File: config.mk
export PLATFORM = sky130hd
export DESIGN_NAME = xpf_queue
export DESIGN_NICKNAME = d
export VERILOG_FILES = /design/src/rtl/xpf_pkg.sv /design/src/rtl/xpf_convert.sv /design/src/rtl/xpf_ring.sv /design/src/rtl/xpf_queue.sv
export SDC_FILE = /design/constraint.sdc
export NUM_CORES = 1
export LEC_CHECK = 0
export ABC_AREA = 1
export BUFFER_PORTS_ARGS = -buffer_cell sky130_fd_sc_hd__buf_2
export CAP_MARGIN = 20
export CORE_MARGIN = 4
export CORE_UTILIZATION = 54
export DETAILED_ROUTE_END_ITERATION = 8
export PLACE_DENSITY = 0.77
export SYNTH_ARGS = -nofsm -noshare
export SYNTH_HDL_FRONTEND = slang
export SYNTH_SLANG_ARGS = --single-unit
File: constraint.sdc
create_clock -name clk -period 3.35 [get_ports clk]
set_input_delay 0.335 -clock clk [delete_from_list [all_inputs] [get_ports clk]]
set_output_delay 0.335 -clock clk [all_outputs]
set_load 0.05 [all_outputs]
File: src/rtl/xpf_pkg.sv
package xpf_pkg;
  // bit 1: exclusive permission required, bit 0: response expected
  typedef enum logic [1:0] {
    PF_CMD_NONE = 2'b00,
    PF_CMD_EXCL = 2'b10
  } pf_cmd_e;
endpackage

File: src/rtl/xpf_convert.sv
module xpf_convert #(
  parameter int ADDR_W = 32,
  parameter int OFF_W  = 6,
  parameter int TIME_W = 32,
  parameter int LAT    = 4
) (
  input  logic              req_valid,
  input  logic              req_wr_hit,
  input  logic [ADDR_W-1:0] req_addr,
  input  logic [TIME_W-1:0] now,
  output logic              take_hit,
  output logic              take_enq,
  output logic [ADDR_W-1:0] blk_addr,
  output logic [TIME_W-1:0] ready_t
);
  localparam logic [ADDR_W-1:0] OFF_MASK = ADDR_W'((64'd1 << OFF_W) - 64'd1);

  always_comb begin
    take_hit = req_valid && req_wr_hit;
    take_enq = req_valid && !req_wr_hit;
    blk_addr = req_addr & ~OFF_MASK;
    ready_t  = now + TIME_W'(LAT);
  end
endmodule

File: src/rtl/xpf_ring.sv
module xpf_ring #(
  parameter int DEPTH = 4,
  parameter int DW    = 64
) (
  input  logic          clk,
  input  logic          rst_n,
  input  logic          push,
  input  logic [DW-1:0] din,
  input  logic          pop,
  output logic [DW-1:0] dout,
  output logic          empty,
  output logic          full,
  output logic          dropped
);
  localparam int PW = (DEPTH > 1) ? $clog2(DEPTH) : 1;
  localparam int CW = $clog2(DEPTH + 1);
  localparam logic [PW-1:0] LAST = PW'(DEPTH - 1);

  logic [DW-1:0] mem [DEPTH];
  logic [PW-1:0] head, tail;
  logic [CW-1:0] occ;
  logic          do_pop;

  function automatic logic [PW-1:0] nxt(input logic [PW-1:0] p);
    return (p == LAST) ? '0 : p + PW'(1);
  endfunction

  assign empty   = (occ == '0);
  assign full    = (occ == CW'(DEPTH));
  assign do_pop  = pop && !empty;
  assign dropped = push && full && !do_pop;
  assign dout    = mem[head];

  always_ff @(posedge clk) begin
    if (push) mem[tail] <= din;
  end

  always_ff @(posedge clk or negedge rst_n) begin
    if (!rst_n) begin
      head <= '0;
      tail <= '0;
      occ  <= '0;
    end else begin
      if (push) tail <= nxt(tail);
      if (do_pop || dropped) head <= nxt(head);
      if (push && !do_pop && !dropped) occ <= occ + CW'(1);
      else if (do_pop && !push)        occ <= occ - CW'(1);
    end
  end

  assert_no_overflow_R6: assert property (@(posedge clk) disable iff (!rst_n)
    occ <= CW'(DEPTH));

  assert_head_hold_R9: assert property (@(posedge clk) disable iff (!rst_n)
    (!empty && !pop && !push) |=> $stable(dout));
endmodule

File: src/rtl/xpf_queue.sv
module xpf_queue #(
  parameter int ADDR_W    = 32,
  parameter int BLK_BYTES = 64,
  parameter int DEPTH     = 4,
  parameter int LAT       = 4,
  parameter int TIME_W    = 32,
  parameter int CNT_W     = 16
) (
  input  logic              clk,
  input  logic              rst_n,
  input  logic              req_valid,
  output logic              req_ready,
  input  logic [ADDR_W-1:0] req_addr,
  input  logic              req_wr_hit,
  output logic              pf_valid,
  input  logic              pf_ready,
  output logic [ADDR_W-1:0] pf_addr,
  output logic [1:0]        pf_cmd,
  output logic [TIME_W-1:0] head_time,
  output logic [CNT_W-1:0]  hit_count,
  output logic [CNT_W-1:0]  queued_count,
  output logic [CNT_W-1:0]  drop_count
);
  import xpf_pkg::*;

  localparam int OFF_W = $clog2(BLK_BYTES);
  localparam int DW    = ADDR_W + TIME_W;
  localparam logic [TIME_W-1:0] NEVER = '1;

  initial assert ((1 << OFF_W) == BLK_BYTES)
    else $error("BLK_BYTES must be a power of two");

  logic [TIME_W-1:0] now, bus_at, new_t, cand_t;
  logic              take_hit, take_enq, q_empty, q_full, q_drop;
  logic [ADDR_W-1:0] blk_addr;
  logic [DW-1:0]     q_out;
  logic [TIME_W-1:0] q_time;

  xpf_convert #(.ADDR_W(ADDR_W), .OFF_W(OFF_W), .TIME_W(TIME_W), .LAT(LAT)) u_conv (
    .req_valid (req_valid),
    .req_wr_hit(req_wr_hit),
    .req_addr  (req_addr),
    .now       (now),
    .take_hit  (take_hit),
    .take_enq  (take_enq),
    .blk_addr  (blk_addr),
    .ready_t   (new_t)
  );

  xpf_ring #(.DEPTH(DEPTH), .DW(DW)) u_ring (
    .clk    (clk),
    .rst_n  (rst_n),
    .push   (take_enq),
    .din    ({blk_addr, new_t}),
    .pop    (pf_valid && pf_ready),
    .dout   (q_out),
    .empty  (q_empty),
    .full   (q_full),
    .dropped(q_drop)
  );

  assign q_time    = q_out[TIME_W-1:0];
  assign req_ready = 1'b1;
  assign pf_addr   = q_out[DW-1:TIME_W];
  assign pf_cmd    = pf_valid ? PF_CMD_EXCL : PF_CMD_NONE;
  assign head_time = q_empty ? NEVER : q_time;
  assign pf_valid  = !q_empty && (now >= q_time) && (now >= bus_at);

  // bus-request time: later of current head ready time and the new entry's
  assign cand_t = (!q_empty && q_time > new_t) ? q_time : new_t;

  always_ff @(posedge clk or negedge rst_n) begin
    if (!rst_n) begin
      now          <= '0;
      bus_at       <= '0;
      hit_count    <= '0;
      queued_count <= '0;
      drop_count   <= '0;
    end else begin
      now <= now + TIME_W'(1);
      if (take_enq) begin
        bus_at       <= cand_t;
        queued_count <= queued_count + CNT_W'(1);
      end
      if (take_hit) hit_count  <= hit_count + CNT_W'(1);
      if (q_drop)   drop_count <= drop_count + CNT_W'(1);
    end
  end

  assert_hit_absorbed_R1: assert property (@(posedge clk) disable iff (!rst_n)
    (req_valid && req_wr_hit) |=> $stable(queued_count));

  assert_enqueue_counted_R2: assert property (@(posedge clk) disable iff (!rst_n)
    (req_valid && !req_wr_hit) |=> (queued_count == $past(queued_count) + CNT_W'(1)));

  assert_block_aligned_R3: assert property (@(posedge clk) disable iff (!rst_n)
    pf_valid |-> (pf_addr[OFF_W-1:0] == '0));

  assert_not_early_R5: assert property (@(posedge clk) disable iff (!rst_n)
    pf_valid |-> (now >= head_time));

  assert_empty_never_R8: assert property (@(posedge clk) disable iff (!rst_n)
    (!pf_valid && head_time != NEVER) |-> !q_empty);
endmodule

==> results.sh <==
export IMPL_ys_types=45
export IMPL_clock_root_buffer="clkbuf_16"
export IMPL_numCtsBuffers=38
export IMPL_setup_viol=55
export IMPL_core_mm2=0.0317
export IMPL_synthToLayoutAreaGrowth_pct=39.7
export IMPL_clk_pin_slew_ns=0.07
export IMPL_drive_gt1_frac=0.353
export IMPL_row_count=65
export IMPL_hold_class="primary input to register"
export IMPL_detail_route_antenna_nets=0
export IMPL_power_density_mw_per_mm2=968
export IMPL_antennaDiodeCount=0
export IMPL_run_status="complete, but fails checks"
export IMPL_finalClockSkew_ns=0.0264
export IMPL_grt_start_max_net_pins=59
export IMPL_wl_per_cell_um=22.0
export IMPL_drc=0
export IMPL_multi_input_area_mm2=0.00813
export IMPL_avgSynthCellArea_um2=9.99
export IMPL_synth_seq_cells=351
export IMPL_fill_cells=1755
export IMPL_min_period_ns=3.70
export IMPL_vias=15300
export IMPL_viasPerCell=5.87
export IMPL_grt_pass1_wl_um=77600
export IMPL_ir_drop_v=0.000678
export IMPL_yosys_warnings=0
export IMPL_max_cap_violations=0
export IMPL_violations="negative setup slack"
export IMPL_grt_pass1_vias=14200
export IMPL_drt_iter0_drc=1657
export IMPL_synth_top_cells_by_area="edfxtp_1, dfrtp_1, nand2_1"
export IMPL_async_flop_share=0.339
export IMPL_tightestPinTransition_ns=0.830
export IMPL_synth_edf_count=232
export IMPL_hold_ws_ns=0.0528
export IMPL_clock_sinks=351
export IMPL_place_congestion=0.970
export IMPL_boundaryPins=153
export IMPL_rsz0062_at_grt="yes"
export IMPL_wl_um=57300
export IMPL_synth_top_area_frac=0.398
export IMPL_die_area_mm2=0.0353
export IMPL_grt_usage=0.276
export IMPL_clock_fmax_ghz=0.270
export IMPL_clk_latency_ns=0.56
export IMPL_criticalPathCategory="register to output pin"
export IMPL_setup_ws_ns=-0.354
export IMPL_p_leak_nw=10.7
export IMPL_max_slew_margin=0.447
export IMPL_place_hpwl_um=30700
export IMPL_synth_cell_area_mm2=0.0175
export IMPL_cts_tree="done"
export IMPL_start_kind="register"
export IMPL_die_w_um=188
export IMPL_final_cell_area_mm2=0.0244
export IMPL_port_buffers=138
export IMPL_fp_dieH_um=188
export IMPL_start_util=0.551
export IMPL_cp_max_fo=5
export IMPL_overflow=0
export IMPL_seq_area_mm2=0.00995
export IMPL_placed_area_mm2=0.0201
export IMPL_final_hold_violation_count=0
export IMPL_yosysTopAreaCell="edfxtp_1"
export IMPL_worstPathRequired_ns=3.01
export IMPL_yosys_top_cells_count="nand2_1, edfxtp_1, inv_1, nor2_1, dfrtp_1"
export IMPL_cts_path_max_buffers=3
export IMPL_synthFlopType="edfxtp_1"
export IMPL_htree_levels=2
export IMPL_arrival_ns=3.37
export IMPL_synth_most_common_cell="nand2_1"
export IMPL_drtPass1Iterations=6
export IMPL_endpoint_kind="output pin"
export IMPL_finalNetCount=2316
export IMPL_netlist_instances=1751
export IMPL_yosysSeqAreaShare=0.569
export IMPL_antenna_found_initial=0
export IMPL_timing_final_crit_share=1.11
export IMPL_slew_viol_final=0
## final cells by class
class | count | share of cell area
Multi-Input combinational cell | 1145 | 0.333
Clock buffer | 46 | 0.0402
Clock inverter | 20 | 0.0100
Timing Repair Buffer | 444 | 0.158
Tap cell | 402 | 0.0206
Sequential cell | 351 | 0.407
Inverter | 192 | 0.0309
## worst max-delay path: stages, from the launching register on
cell and delay, ns:
dfrtp_4 0.50, buf_12 0.16, buf_16 0.12, nand2_1 0.13
a32oi_4 0.38, inv_2 0.10, ha_4 0.29, nand2_4 0.05
nor2_2 0.12, nand2_1 0.08, nor2_1 0.12, nor2_1 0.07
nand3_2 0.11, nand2_2 0.06, nand2_2 0.09, nand2_2 0.07
nor2_4 0.17, buf_8 0.17
## cells by family after synthesis
group / share of synthesized area
simple gates: 0.176
flops: 0.569
buf+inv: 0.0592
compound gates: 0.0776
fa+ha+maj: 0.0770
xor+xnor: 0.0406
other cells: 0.000429
mux: 0.000644
## state kept, by name, summed over array words and instances, names as in the netlist
signal        cells
drop_count       16
hit_count        16
bus_at           32
now              32
u_ring.tail       2
u_ring.mem      232
u_ring.occ        3
queued_count     16
u_ring.head       2
## stage by stage
stage / setup WS, ns / TNS (ns) / instances / power (W) / util
3_5_place_dp: -0.263 / -7.63 / 2420 / 0.0151 / 0.632
3_3_place_gp: -0.252 / -6.88 / 2420 / 0.0148 / 0.632
5_1_grt: -0.456 / -17.73 / 2600 / 0.0246 / 0.770
6_report: -0.354 / -12.01 / 2600 / 0.0237 / 0.770
2_1_floorplan: -0.590 / -136.80 / 1757 / 0.0116 / -
4_1_cts: -0.235 / -0.855 / 2564 / 0.0207 / 0.722
## final timing paths
kind / start / endpoint / slack, ns / cells after the start
worst max register to register: now[3]$_DFF_PN0_ / bus_at[13]$_DFFE_PN0P_ / -0.31 / 24
worst min-delay path: req_addr[30] / u_ring.mem[3][56]$_DFFE_PP_ / 0.05 / 1
worst max-delay path: u_ring.head[0]$_DFFE_PN0P_ / pf_valid / -0.35 / 17
max in group asynchronous: rst_n / queued_count[10]$_DFFE_PN0P_ / 2.01 / 3
worst min register to register: bus_at[15]$_DFFE_PN0P_ / bus_at[15]$_DFFE_PN0P_ / 0.47 / 2
min in group asynchronous: rst_n / drop_count[2]$_DFFE_PN0P_ / 0.41 / 2
## where the power goes
group          total (W)  internal (W)  switching (W)
clock network    0.00424       0.00242        0.00182
logic             0.0139       0.00529        0.00865
registers        0.00548       0.00517       0.000312
total             0.0237        0.0129         0.0108
## placed cells by master, fill, tap and decap left out, types with 8 or more instances in the layout
cell type	n
nand2_1	335
edfxtp_1	232
buf_4	222
inv_1	159
buf_2	134
dfrtp_1	116
nor2_1	108
ha_1	82
o21ai_0	71
xor2_1	58
a21oi_1	57
nand3_1	52
clkbuf_16	47
nand3_2	45
nand2_2	40
nand2_4	33
buf_12	29
o22ai_1	26
dlygate4sd3_1	26
inv_2	23
ha_4	23
a21oi_2	22
nor2_4	19
a32oi_2	18
nand4_1	18
nor2_2	15
xnor2_1	15
a32oi_1	12
nor3_1	11
buf_16	11
inv_4	9
nor3_2	9
buf_6	9
conb_1	8
clkbuf_1	8
## repair_timing
action | 4_1_cts | 5_1_grt
gates resized for setup | 158 | 239
pin swaps | 54 | 125
setup endpoints to repair | 51 | 56
endpoints found under the hold margin | 148 | 0
setup buffers | 45 | 27
hold buffers | 26 | 0
cloned | 11 | 10
## layer usage
metal  global-route usage  part of all wire
met3               0.0402             0.082
met2                0.453              0.49
met5                    0                 0
met1                0.382              0.38
met4               0.0937             0.043
Note: power is estimated with default switching activity, not from simulation.
